### src/rtl/tmr_pkg.sv
package tmr_pkg;

   // slot stride of 0x20 bytes, word addressed registers inside a slot
   localparam int SLOT_LSB = 5;
   localparam int WORD_LSB = 2;

   // register index inside a slot (address bits 3:2)
   typedef enum logic [1:0] {
      RG_LOAD  = 2'd0,
      RG_VALUE = 2'd1,
      RG_MODE  = 2'd2,
      RG_ACK   = 2'd3
   } reg_sel_e;

   // prescaler choice held in the mode word
   typedef enum logic [1:0] {
      PS_NONE = 2'd0,
      PS_MID  = 2'd1,
      PS_LONG = 2'd2,
      PS_RSVD = 2'd3
   } psel_e;

   // bit positions of the mode word as seen on the bus
   localparam int BIT_RUN   = 7;
   localparam int BIT_AUTO  = 6;
   localparam int BIT_PS_LO = 2;

   typedef struct packed {
      logic  run;
      logic  auto_rl;
      psel_e psel;
   } mode_t;

endpackage

### src/rtl/tmr_prescaler.sv
module tmr_prescaler
   import tmr_pkg::*;
#(
   parameter int MID_SHIFT  = 4,
   parameter int LONG_SHIFT = 8,
   localparam int PW        = LONG_SHIFT
) (
   input  logic  clk,
   input  logic  rst_n,
   input  logic  run_i,
   input  psel_e psel_i,
   input  logic  restart_i,
   output logic  tick_o
);

   generate
      if (MID_SHIFT < 1 || MID_SHIFT >= LONG_SHIFT) begin : g_bad_shift
         $error("tmr_prescaler: MID_SHIFT must be in 1..LONG_SHIFT-1");
      end
   endgenerate

   localparam logic [PW-1:0] MID_LIMIT  = PW'((32'd1 << MID_SHIFT) - 32'd1);
   localparam logic [PW-1:0] LONG_LIMIT = {PW{1'b1}};

   logic [PW-1:0] phase_q;
   logic [PW-1:0] limit;

   always_comb begin
      unique case (psel_i)
         PS_MID:  limit = MID_LIMIT;
         PS_LONG: limit = LONG_LIMIT;
         default: limit = '0;   // divide by one, reserved code included
      endcase
   end

   // >= so that a smaller divisor chosen mid-count fires at once instead of wrapping
   assign tick_o = run_i && !restart_i && (phase_q >= limit);

   always_ff @(posedge clk or negedge rst_n) begin
      if (!rst_n) begin
         phase_q <= '0;
      end else if (restart_i || !run_i || tick_o) begin
         phase_q <= '0;
      end else begin
         phase_q <= phase_q + 1'b1;
      end
   end

   // divided modes never tick on two consecutive cycles
   p_no_back2back_r5: assert property (@(posedge clk) disable iff (!rst_n)
      tick_o && (psel_i inside {PS_MID, PS_LONG})
      |=> !tick_o || (psel_i inside {PS_NONE, PS_RSVD}));

   // a restart always leaves the next cycle at the first phase
   p_restart_phase_r3: assert property (@(posedge clk) disable iff (!rst_n)
      restart_i |=> phase_q == '0);

endmodule

### src/rtl/tmr_channel.sv
module tmr_channel
   import tmr_pkg::*;
#(
   parameter int CNT_W      = 24,
   parameter int MID_SHIFT  = 4,
   parameter int LONG_SHIFT = 8
) (
   input  logic             clk,
   input  logic             rst_n,
   input  logic             wr_load_i,
   input  logic             wr_mode_i,
   input  logic             wr_ack_i,
   input  logic [CNT_W-1:0] wdata_i,
   output logic [CNT_W-1:0] load_o,
   output logic [CNT_W-1:0] value_o,
   output mode_t            mode_o,
   output logic             irq_o
);

   generate
      if (CNT_W < 8) begin : g_bad_cnt
         $error("tmr_channel: CNT_W must cover the mode bits (>= 8)");
      end
   endgenerate

   logic [CNT_W-1:0] load_q;
   logic [CNT_W-1:0] value_q;
   mode_t            mode_q;
   logic             armed_q;
   logic             irq_q;
   logic             tick;
   logic             at_zero;
   logic             expire;

   tmr_prescaler #(
      .MID_SHIFT  (MID_SHIFT),
      .LONG_SHIFT (LONG_SHIFT)
   ) u_prescaler (
      .clk       (clk),
      .rst_n     (rst_n),
      .run_i     (mode_q.run),
      .psel_i    (mode_q.psel),
      .restart_i (wr_load_i),
      .tick_o    (tick)
   );

   assign at_zero = (value_q == '0);
   assign expire  = tick && at_zero && armed_q;

   always_ff @(posedge clk or negedge rst_n) begin
      if (!rst_n) begin
         load_q <= '0;
      end else if (wr_load_i) begin
         load_q <= wdata_i;
      end
   end

   always_ff @(posedge clk or negedge rst_n) begin
      if (!rst_n) begin
         mode_q <= '0;
      end else if (wr_mode_i) begin
         mode_q.run     <= wdata_i[BIT_RUN];
         mode_q.auto_rl <= wdata_i[BIT_AUTO];
         mode_q.psel    <= psel_e'(wdata_i[BIT_PS_LO +: 2]);
      end
   end

   // count, reload and single-shot parking
   always_ff @(posedge clk or negedge rst_n) begin
      if (!rst_n) begin
         value_q <= '0;
         armed_q <= 1'b0;
      end else if (wr_load_i) begin
         value_q <= wdata_i;
         armed_q <= 1'b1;
      end else if (tick) begin
         if (!at_zero) begin
            value_q <= value_q - 1'b1;
         end else if (armed_q) begin
            if (mode_q.auto_rl) begin
               value_q <= load_q;
            end else begin
               armed_q <= 1'b0;
            end
         end
      end
   end

   // expiry wins over an acknowledge in the same cycle
   always_ff @(posedge clk or negedge rst_n) begin
      if (!rst_n) begin
         irq_q <= 1'b0;
      end else if (expire) begin
         irq_q <= 1'b1;
      end else if (wr_ack_i) begin
         irq_q <= 1'b0;
      end
   end

   assign load_o  = load_q;
   assign value_o = value_q;
   assign mode_o  = mode_q;
   assign irq_o   = irq_q;

   p_load_takes_r3: assert property (@(posedge clk) disable iff (!rst_n)
      wr_load_i |=> value_q == $past(wdata_i));

   p_step_down_r4: assert property (@(posedge clk) disable iff (!rst_n)
      tick && !at_zero |=> value_q == $past(value_q) - 1'b1);

   p_irq_from_tick_r6: assert property (@(posedge clk) disable iff (!rst_n)
      $rose(irq_q) |-> $past(tick));

   p_reload_r6: assert property (@(posedge clk) disable iff (!rst_n)
      tick && at_zero && armed_q && mode_q.auto_rl |=> value_q == $past(load_q));

   p_oneshot_park_r7: assert property (@(posedge clk) disable iff (!rst_n)
      tick && at_zero && !mode_q.auto_rl |=> value_q == '0 && !armed_q);

   p_irq_sticky_r8: assert property (@(posedge clk) disable iff (!rst_n)
      irq_q && !wr_ack_i |=> irq_q);

   p_frozen_r9: assert property (@(posedge clk) disable iff (!rst_n)
      !mode_q.run && !wr_load_i |=> $stable(value_q));

endmodule

### src/rtl/tmr_busdec.sv
module tmr_busdec
   import tmr_pkg::*;
#(
   parameter int N_TIMERS = 2,
   parameter int CNT_W    = 24,
   parameter int DATA_W   = 32,
   localparam int SW      = $clog2(N_TIMERS),
   localparam int AW      = SLOT_LSB + SW
) (
   input  logic [AW-1:0]                  addr_i,
   input  logic                           we_i,
   output logic [N_TIMERS-1:0]            wr_load_o,
   output logic [N_TIMERS-1:0]            wr_mode_o,
   output logic [N_TIMERS-1:0]            wr_ack_o,
   input  logic [N_TIMERS-1:0][CNT_W-1:0] load_i,
   input  logic [N_TIMERS-1:0][CNT_W-1:0] value_i,
   input  mode_t [N_TIMERS-1:0]           mode_i,
   output logic [DATA_W-1:0]              rdata_o
);

   logic [SW-1:0] slot;
   reg_sel_e      word;
   logic          hit;
   logic          unused_byte_lanes;

   assign slot = addr_i[AW-1:SLOT_LSB];
   assign word = reg_sel_e'(addr_i[WORD_LSB +: 2]);
   // upper half of each slot is unmapped; slots past the last timer too
   assign hit  = !addr_i[SLOT_LSB-1] && (int'(slot) < N_TIMERS);
   assign unused_byte_lanes = ^addr_i[WORD_LSB-1:0];

   generate
      for (genvar k = 0; k < N_TIMERS; k++) begin : g_strobe
         logic sel;
         assign sel          = we_i && hit && (slot == SW'(k));
         assign wr_load_o[k] = sel && (word == RG_LOAD);
         assign wr_mode_o[k] = sel && (word == RG_MODE);
         assign wr_ack_o[k]  = sel && (word == RG_ACK);
      end
   endgenerate

   always_comb begin
      rdata_o = '0;
      if (hit) begin
         unique case (word)
            RG_LOAD:  rdata_o = DATA_W'(load_i[slot]);
            RG_VALUE: rdata_o = DATA_W'(value_i[slot]);
            RG_MODE: begin
               rdata_o[BIT_RUN]         = mode_i[slot].run;
               rdata_o[BIT_AUTO]        = mode_i[slot].auto_rl;
               rdata_o[BIT_PS_LO +: 2]  = mode_i[slot].psel;
            end
            default:  rdata_o = '0;
         endcase
      end
   end

endmodule

### src/rtl/dual_dcount_timer.sv
module dual_dcount_timer
   import tmr_pkg::*;
#(
   parameter int N_TIMERS   = 2,
   parameter int CNT_W      = 24,
   parameter int DATA_W     = 32,
   parameter int MID_SHIFT  = 4,
   parameter int LONG_SHIFT = 8,
   localparam int SW        = $clog2(N_TIMERS),
   localparam int AW        = SLOT_LSB + SW
) (
   input  logic                clk,
   input  logic                rst_n,
   input  logic [AW-1:0]       bus_addr,
   input  logic                bus_we,
   input  logic [DATA_W-1:0]   bus_wdata,
   output logic [DATA_W-1:0]   bus_rdata,
   output logic [N_TIMERS-1:0] irq
);

   generate
      if (N_TIMERS < 2) begin : g_bad_n
         $error("dual_dcount_timer: N_TIMERS must be at least 2");
      end
      if (CNT_W > DATA_W) begin : g_bad_dw
         $error("dual_dcount_timer: CNT_W must fit in DATA_W");
      end
      if (DATA_W > CNT_W) begin : g_hi_bits
         logic unused_wdata_hi;
         assign unused_wdata_hi = ^bus_wdata[DATA_W-1:CNT_W];
      end
   endgenerate

   logic [N_TIMERS-1:0]            wr_load;
   logic [N_TIMERS-1:0]            wr_mode;
   logic [N_TIMERS-1:0]            wr_ack;
   logic [N_TIMERS-1:0][CNT_W-1:0] load_v;
   logic [N_TIMERS-1:0][CNT_W-1:0] value_v;
   mode_t [N_TIMERS-1:0]           mode_v;

   tmr_busdec #(
      .N_TIMERS (N_TIMERS),
      .CNT_W    (CNT_W),
      .DATA_W   (DATA_W)
   ) u_busdec (
      .addr_i    (bus_addr),
      .we_i      (bus_we),
      .wr_load_o (wr_load),
      .wr_mode_o (wr_mode),
      .wr_ack_o  (wr_ack),
      .load_i    (load_v),
      .value_i   (value_v),
      .mode_i    (mode_v),
      .rdata_o   (bus_rdata)
   );

   generate
      for (genvar k = 0; k < N_TIMERS; k++) begin : g_chan
         tmr_channel #(
            .CNT_W      (CNT_W),
            .MID_SHIFT  (MID_SHIFT),
            .LONG_SHIFT (LONG_SHIFT)
         ) u_chan (
            .clk       (clk),
            .rst_n     (rst_n),
            .wr_load_i (wr_load[k]),
            .wr_mode_i (wr_mode[k]),
            .wr_ack_i  (wr_ack[k]),
            .wdata_i   (bus_wdata[CNT_W-1:0]),
            .load_o    (load_v[k]),
            .value_o   (value_v[k]),
            .mode_o    (mode_v[k]),
            .irq_o     (irq[k])
         );
      end
   endgenerate

   // a write reaches at most one timer
   p_one_target_r10: assert property (@(posedge clk) disable iff (!rst_n)
      $onehot0({wr_load, wr_mode, wr_ack}));

   // after reset release nothing is pending until a bus write has happened
   p_reset_quiet_r1: assert property (@(posedge clk) disable iff (!rst_n)
      $rose(rst_n) |-> irq == '0);

endmodule

### config.mk
export PLATFORM = sky130hd
export DESIGN_NAME = dual_dcount_timer
export DESIGN_NICKNAME = d
export VERILOG_FILES = /design/src/rtl/tmr_pkg.sv /design/src/rtl/tmr_prescaler.sv /design/src/rtl/tmr_channel.sv /design/src/rtl/tmr_busdec.sv /design/src/rtl/dual_dcount_timer.sv
export SDC_FILE = /design/constraint.sdc
export NUM_CORES = 1
export LEC_CHECK = 0
export BUFFER_PORTS_ARGS = -buffer_cell sky130_fd_sc_hd__buf_2
export CORE_AREA = 2 2 117 119
export CTS_BUF_LIST = sky130_fd_sc_hd__clkbuf_16
export DETAILED_ROUTE_END_ITERATION = 12
export DIE_AREA = 0 0 119 121
export GPL_TIMING_DRIVEN = 0
export PLACE_DENSITY = 0.85
export SLEW_MARGIN = 20
export SYNTH_ARGS = -nofsm -noshare
export SYNTH_HDL_FRONTEND = slang
export SYNTH_SLANG_ARGS = --single-unit
### constraint.sdc
create_clock -name clk -period 3.5 [get_ports clk]
set_input_delay 0.525 -clock clk [delete_from_list [all_inputs] [get_ports clk]]
set_output_delay 0.525 -clock clk [all_outputs]
set_load 0.01 [all_outputs]
==> results.json, run 1 <==
{
  "status": "completed",
  "ios": 75,
  "clockBufferDepth": 2,
  "wl_per_cell_um": 21.07,
  "p_leak_nw": 4.084,
  "cp-end-kind": "flop",
  "ir_drop_uv": 405.5,
  "ys_seq_elements": 124,
  "cp_data_arrival_time_ps": 3570,
  "place_ws_ps": 316.0,
  "ys_warn_count": 0,
  "fin_crit_sh_pct": 93.02,
  "dieWidth_um": 119,
  "async_reset_ff_share_pct": 100.0,
  "fin_crit_ps": 3256,
  "maxSlewHeadroom_pct": 38.25,
  "clock.fmax_mhz": 307.2,
  "syn-cell-area_mm2": 0.007730,
  "synth.avg_cell_area_um2": 8.294,
  "critPathBufInv": 2,
  "viasPerCell": 6.466,
  "clock_sinks": 124,
  "cp-start-kind": "flop",
  "worst-setup-path-type": "flop to flop",
  "grt_pass1_vias": 7216,
  "start_util_pct": 59.07,
  "cp_max_fo": 10,
  "syn_inst": 932,
  "coreArea_mm2": 0.01309,
  "grt.overflow.total": 0,
  "port_buffers": 55,
  "regArea_mm2": 0.003103,
  "rows": 42,
  "slowest_stage": "or4_4",
  "setup_ws_ps": 244.5,
  "area_growth_pct": 14.58,
  "synth.distinct_cells": 62,
  "cts_setup_buffers": 0,
  "tightest_slew_ps": 917.8,
  "final_nets": 1073,
  "dominantRegCellSynth": "dfrtp_1",
  "gp_congestion": 1.024,
  "drt_iter0_markers": 932,
  "grt_pass1_wl_um": 39880,
  "antenna_cells": 0,
  "grt_max_degree": 75,
  "maxCapViolations": 0,
  "cp_slowest_stage_delay_ps": 580,
  "synth_edf_count": 0,
  "cp_data_required_time_ps": 3810,
  "multiInputGateArea_mm2": 0.004319,
  "drtAntennaViolNets": 0,
  "clkTransAtPathRegs_ps": 60,
  "htree_levels": 4,
  "worstHoldPathType": "input pin to async pin",
  "setup-violations-final": 0,
  "layout-drive-gt1-share_pct": 11.68,
  "drtPass1Iterations": 8,
  "drv_slew": 0,
  "cts_root_buf": "clkbuf_16",
  "insertion_delay_ps": 430,
  "drc_errors": 0,
  "fin_skew_ps": 8.421,
  "cp_top_family": "simple AND/OR/NAND/NOR gates",
  "p_per_area_mw_per_mm2": 660.3,
  "nFillCells": 1081,
  "cts_buffers": 17,
  "place.detailed.hpwl_um": 18490,
  "power.total_w": 0.005849,
  "vias": 7778,
  "cts_tree": "yes",
  "die_h_um": 121,
  "antenna_found_initial": 0,
  "crit_path_cell_trace": "or4_4, or3_1, buf_2, nor4_1, clkbuf_1, a21oi_1, o221ai_1, nand2_1",
  "dieArea_mm2": 0.01440,
  "grt_usage_pct": 36.45,
  "finalWirelength_um": 25350,
  "seq_area_frac_synth_pct": 40.14,
  "fin_tns_setup_ps": 0,
  "hold_viol": 0,
  "rsz0062_at_grt": "no"
}
## cells in the mapped netlist, types with 17 or more instances
cell / n / share of area (%)
nand2_1: 204 / 9.9
dfrtp_1: 124 / 40
nor2_1: 84 / 4.1
mux2i_1: 48 / 6.2
a21oi_1: 47 / 3.0
o21ai_0: 45 / 2.9
clkbuf_1: 41 / 2.0
nand3_1: 29 / 1.9
nor3_1: 22 / 1.4
xor2_1: 20 / 2.3
a31oi_1: 19 / 1.5
ha_1: 18 / 2.9
o211ai_1: 17 / 1.7
o22ai_1: 17 / 1.4
## through the flow
stage / hold slack (ps) / cell area (µm²) / cells / utilization (%)
CTS: 153.9 / 8848 / 1203 / 67.62
global placement: 488.0 / 8252 / 1170 / 63.06
floorplan: 229.4 / 7756 / 939 / -
finish: 120.7 / 8857 / 1203 / 67.69
detailed placement: 498.0 / 8290 / 1171 / 63.36
global route: 188.2 / 8857 / 1203 / 67.69
## kinds of logic (layout without fill, tap and decap cells)
kind of cell    count (synthesis)  after routing  synth area share [%]
simple gates                  422            422                 24.77
compound gates                202            202                 16.59
flops                         124            124                 40.14
buf+inv                        78            166                 4.500
mux                            56             56                 7.527
xor+xnor                       31             31                 3.512
fa+ha+maj                      18             18                 2.914
other cells                     1              8               0.04851
## sequential cells by signal, indices dropped and copies added (netlist names)
name                               flops
g_chan.u_chan.value_o                 48
g_chan.u_chan.irq_o                    2
g_chan.u_chan.u_prescaler.phase_q     16
g_chan.u_chan.load_o                  48
g_chan.u_chan.armed_q                  2
g_chan.u_chan.mode_o                   8
## cell usage in the layout, fill, tap and decap left out, types with 7 or more instances in the layout
cell type  netlist  layout
a211oi_1        13      13
a21oi_1         47      47
a31oi_1         19      19
and2_1          12      12
and3_1           7       7
buf_1           10      10
buf_2            2      56
buf_4           10      10
clkbuf_1        41      41
clkbuf_16        0      17
conb_1           1       8
dfrtp_1        124     124
ha_1            18      18
inv_1           13      14
mux2_2           7       7
mux2i_1         48      48
nand2_1        204     204
nand3_1         29      29
nor2_1          84      84
nor3_1          22      22
nor4_1          11      11
o211ai_1        17      17
o21ai_0         45      45
o22a_1          10      10
o22ai_1         17      17
o31ai_1          7       7
or3_1           12      12
xnor2_1         11      11
xor2_1          20      20
## metal layers
| layer | share of wire [%] | GRT usage (%) | vias up | wire (µm) |
|---|---|---|---|---|
| li1 | - | - | 3442 | - |
| met1 | 40 | 50.51 | 3720 | 10150 |
| met2 | 45 | 56.50 | 522 | 11330 |
| met3 | 11 | 7.096 | 94 | 2734 |
| met4 | 4.5 | 14.73 | 0 | 1131 |
| met5 | 0 | 0 | - | 0 |
## worst paths after layout
check	startpoint	endpoint	slack [ps]	cells past startpoint
hold / removal	rst_n	g_chan[0].u_chan.load_o[9]	120	1
max in group asynchronous	rst_n	g_chan[1].u_chan.value_o[13]	2670	2
setup / recovery	g_chan[1].u_chan.value_o[19]	g_chan[1].u_chan.value_o[22]	240	8
min in group clk	bus_wdata[22]	g_chan[0].u_chan.load_o[22]	350	3
setup reg to reg	g_chan[1].u_chan.value_o[19]	g_chan[1].u_chan.value_o[22]	240	8
hold reg to reg	g_chan[0].u_chan.load_o[15]	g_chan[0].u_chan.load_o[15]	510	2
## power breakdown
part	switching, W	total (W)	leakage, nW	internal (W)
Clock	0.000661	0.00169	0.274	0.00103
Sequential	0.000547	0.00236	1.57	0.00182
Combinational	0.00105	0.00180	2.25	0.000748
## final cells by class
class / instances / area share [%]
well taps: 176 / 2.486
clock inverters: 15 / 1.497
flip-flops and latches: 124 / 35.03
clock buffers: 17 / 4.803
multi-input cells: 737 / 48.76
repair buffers: 56 / 3.489
plain buffers: 65 / 3.376
inverters: 13 / 0.5509
## what timing repair did
item,CTS,global route
gates resized for setup,0,1
endpoints found under the setup margin,0,2
hold buffers,0,0
(Power assumes the default switching activity.)
==> run 2, diff against run 1 <==
--- a/config.mk
+++ b/config.mk
@@ -5,13 +5,14 @@
 export SDC_FILE = /design/constraint.sdc
 export NUM_CORES = 1
 export LEC_CHECK = 0
+export ABC_AREA = 1
 export BUFFER_PORTS_ARGS = -buffer_cell sky130_fd_sc_hd__buf_2
-export CORE_AREA = 2 2 117 119
+export CORE_AREA = 2 2 120 122
 export CTS_BUF_LIST = sky130_fd_sc_hd__clkbuf_16
 export DETAILED_ROUTE_END_ITERATION = 12
-export DIE_AREA = 0 0 119 121
+export DIE_AREA = 0 0 122 124
 export GPL_TIMING_DRIVEN = 0
-export PLACE_DENSITY = 0.85
+export PLACE_DENSITY = 0.87
 export SLEW_MARGIN = 20
 export SYNTH_ARGS = -nofsm -noshare
 export SYNTH_HDL_FRONTEND = slang
==> results.json, run 2 <==
{
  "status": "completed",
  "rsz0062_at_grt": "no",
  "synth.avg_cell_area_um2": 6.722,
  "worstHoldPathType": "input pin to async pin",
  "start_util_pct": 60.56,
  "antenna_cells": 0,
  "grt_pass1_vias": 8011,
  "dieArea_mm2": 0.01513,
  "cp_data_arrival_time_ps": 2330,
  "cts_root_buf": "clkbuf_16",
  "async_reset_ff_share_pct": 100.0,
  "drtAntennaViolNets": 0,
  "synth_top_area_share_pct": 37.35,
  "ios": 75,
  "coreArea_mm2": 0.01372,
  "cp-end-kind": "output pin",
  "clockBufferDepth": 2,
  "maxSlewHeadroom_pct": 60.76,
  "drv_slew": 0,
  "grt_usage_pct": 36.62,
  "gp_congestion": 1.036,
  "worst-setup-path-type": "input pin to output pin",
  "fin_tns_setup_ps": 0,
  "wl_per_cell_um": 17.40,
  "p_per_area_mw_per_mm2": 756.0,
  "slowest_stage": "nor2_2",
  "instances_no_fill": 1511,
  "final_common_cell": "nand2_1",
  "seq_area_frac_synth_pct": 37.35,
  "ir_drop_uv": 413.4,
  "nFillCells": 1229,
  "dp.cells": 1479,
  "ys_warn_count": 0,
  "hold_viol": 0,
  "die_h_um": 124,
  "clock.fmax_mhz": 350.1,
  "crit_path_cell_trace": "buf_2, inv_1, nor2_2, inv_1, clkbuf_1, a21oi_1, o21ai_0, a21oi_1, buf_2",
  "tightest_slew_ps": 586.4,
  "reg2reg_from": "g_chan[1].u_chan.mode_o[0]",
  "dominantRegCellSynth": "dfrtp_1",
  "layout-drive-gt1-share_pct": 10.82,
  "maxCapViolations": 0,
  "most-common-layout-cells": "nand2_1 (384), o21ai_0 (141), dfrtp_1 (124), inv_1 (120), nand3_1 (118)",
  "grt_pass1_wl_um": 41910,
  "cp_slowest_stage_delay_ps": 380,
  "grt_max_degree": 67,
  "cp_data_required_time_ps": 2970,
  "viasPerCell": 5.786,
  "ys_seq_elements": 124,
  "syn_inst": 1236,
  "synth_edf_count": 0,
  "yosysMostFrequentCell": "nand2_1",
  "drc_errors": 0,
  "clkTransAtPathRegs_ps": 60,
  "synth.distinct_cells": 38,
  "insertion_delay_ps": 430,
  "drtPass1Iterations": 5,
  "area_growth_pct": 13.48,
  "place.detailed.hpwl_um": 20150,
  "cts_buffers": 17,
  "cp_max_fo": 10,
  "fin_skew_ps": 8.428,
  "place_ws_ps": 706.9,
  "grt.overflow.total": 0,
  "port_buffers": 55,
  "antenna_found_initial": 0,
  "dieWidth_um": 122,
  "clock_sinks": 124,
  "drt_iter0_markers": 1021,
  "cts_setup_buffers": 0,
  "ys_top_cells_by_area": "dfrtp_1 (37%), nand2_1 (17%), o21ai_0 (8.5%), nand3_1 (7.1%), inv_1 (5.3%)",
  "cts_tree": "yes",
  "final_nets": 1377,
  "cp-startpoint": "bus_addr[2]",
  "rows": 43,
  "fin_crit_sh_pct": 81.62,
  "fin_crit_ps": 2857,
  "vias": 8743,
  "setup_ws_ps": 643.3,
  "cts_resized": 0,
  "synthTopCellsByCount": "nand2_1 (384), o21ai_0 (141), dfrtp_1 (124)",
  "cts_hold_buf": 0,
  "p_leak_nw": 4.943,
  "finalWirelength_um": 26280,
  "setup-violations-final": 0,
  "cp-start-kind": "input pin",
  "post-synth-top-area-cell": "dfrtp_1",
  "syn-cell-area_mm2": 0.008308,
  "post-route-util_pct": 68.72,
  "htree_levels": 4
}
run 2: cells by family after synthesis:
group	share of synthesized area, %
AO/OA/AOI/OAI	13.46
XOR/XNOR	1.476
adder cells (fa/ha/maj)	2.711
buffers and inverters	8.840
flip-flops	37.35
multiplexers	0.2711
other	0.04514
AND/OR/NAND/NOR	35.84
run 2: power by group:
group | internal [W] | switching [W]
clock | 0.00103 | 0.000646
combinational | 0.00101 | 0.00206
sequential | 0.00186 | 0.000517
run 2: path summary, 6_finish.rpt:
| path | endpoint | slack [ps] | cells after the start |
|---|---|---|---|
| max in group asynchronous | g_chan[1].u_chan.load_o[18] | 2700 | 2 |
| max | bus_rdata[8] | 640 | 9 |
| min reg2reg | g_chan[1].u_chan.u_prescaler.phase_q[0] | 470 | 1 |
| min | g_chan[0].u_chan.armed_q | 70 | 1 |
| min in group clk | g_chan[1].u_chan.load_o[12] | 380 | 3 |
| max reg2reg | g_chan[1].u_chan.value_o[9] | 960 | 12 |
run 2: worst max-delay path: cells and delay by family:
family / cells / cell delay [ps]
simple gates: 1 / 380
compound gates: 3 / 560
buf+inv: 5 / 870
run 2: area by class of cell:
cell class / count / area (µm²) / share of cell area (%)
clock inverters: 15 / 133.9 / 1.420
inverters: 121 / 456.7 / 4.844
repair buffers: 56 / 309.0 / 3.278
multi-input cells: 945 / 4497 / 47.70
plain buffers: 53 / 277.8 / 2.946
flip-flops and latches: 124 / 3103 / 32.91
well taps: 180 / 225.2 / 2.389
clock buffers: 17 / 425.4 / 4.512
run 2: metrics by stage:
step           hold WS [ps]  total power, W  area [µm²]
6_report              69.75        0.007128        9428
5_1_grt               112.1        0.007632        9428
3_3_place_gp          468.0        0.005249        8835
3_5_place_dp          468.5        0.005329        8869
2_1_floorplan         229.4        0.004442        8334
4_1_cts               88.62        0.007027        9428
run 2: metal layers:
| layer | up-vias | part of all wire, % | GRT usage, % |
|---|---|---|---|
| met5 | - | 0 | 0 |
| met3 | 76 | 8.7 | 6.410 |
| met4 | 0 | 3.7 | 16.88 |
| met1 | 4035 | 41 | 48.47 |
| li1 | 4166 | - | - |
| met2 | 466 | 47 | 58.90 |
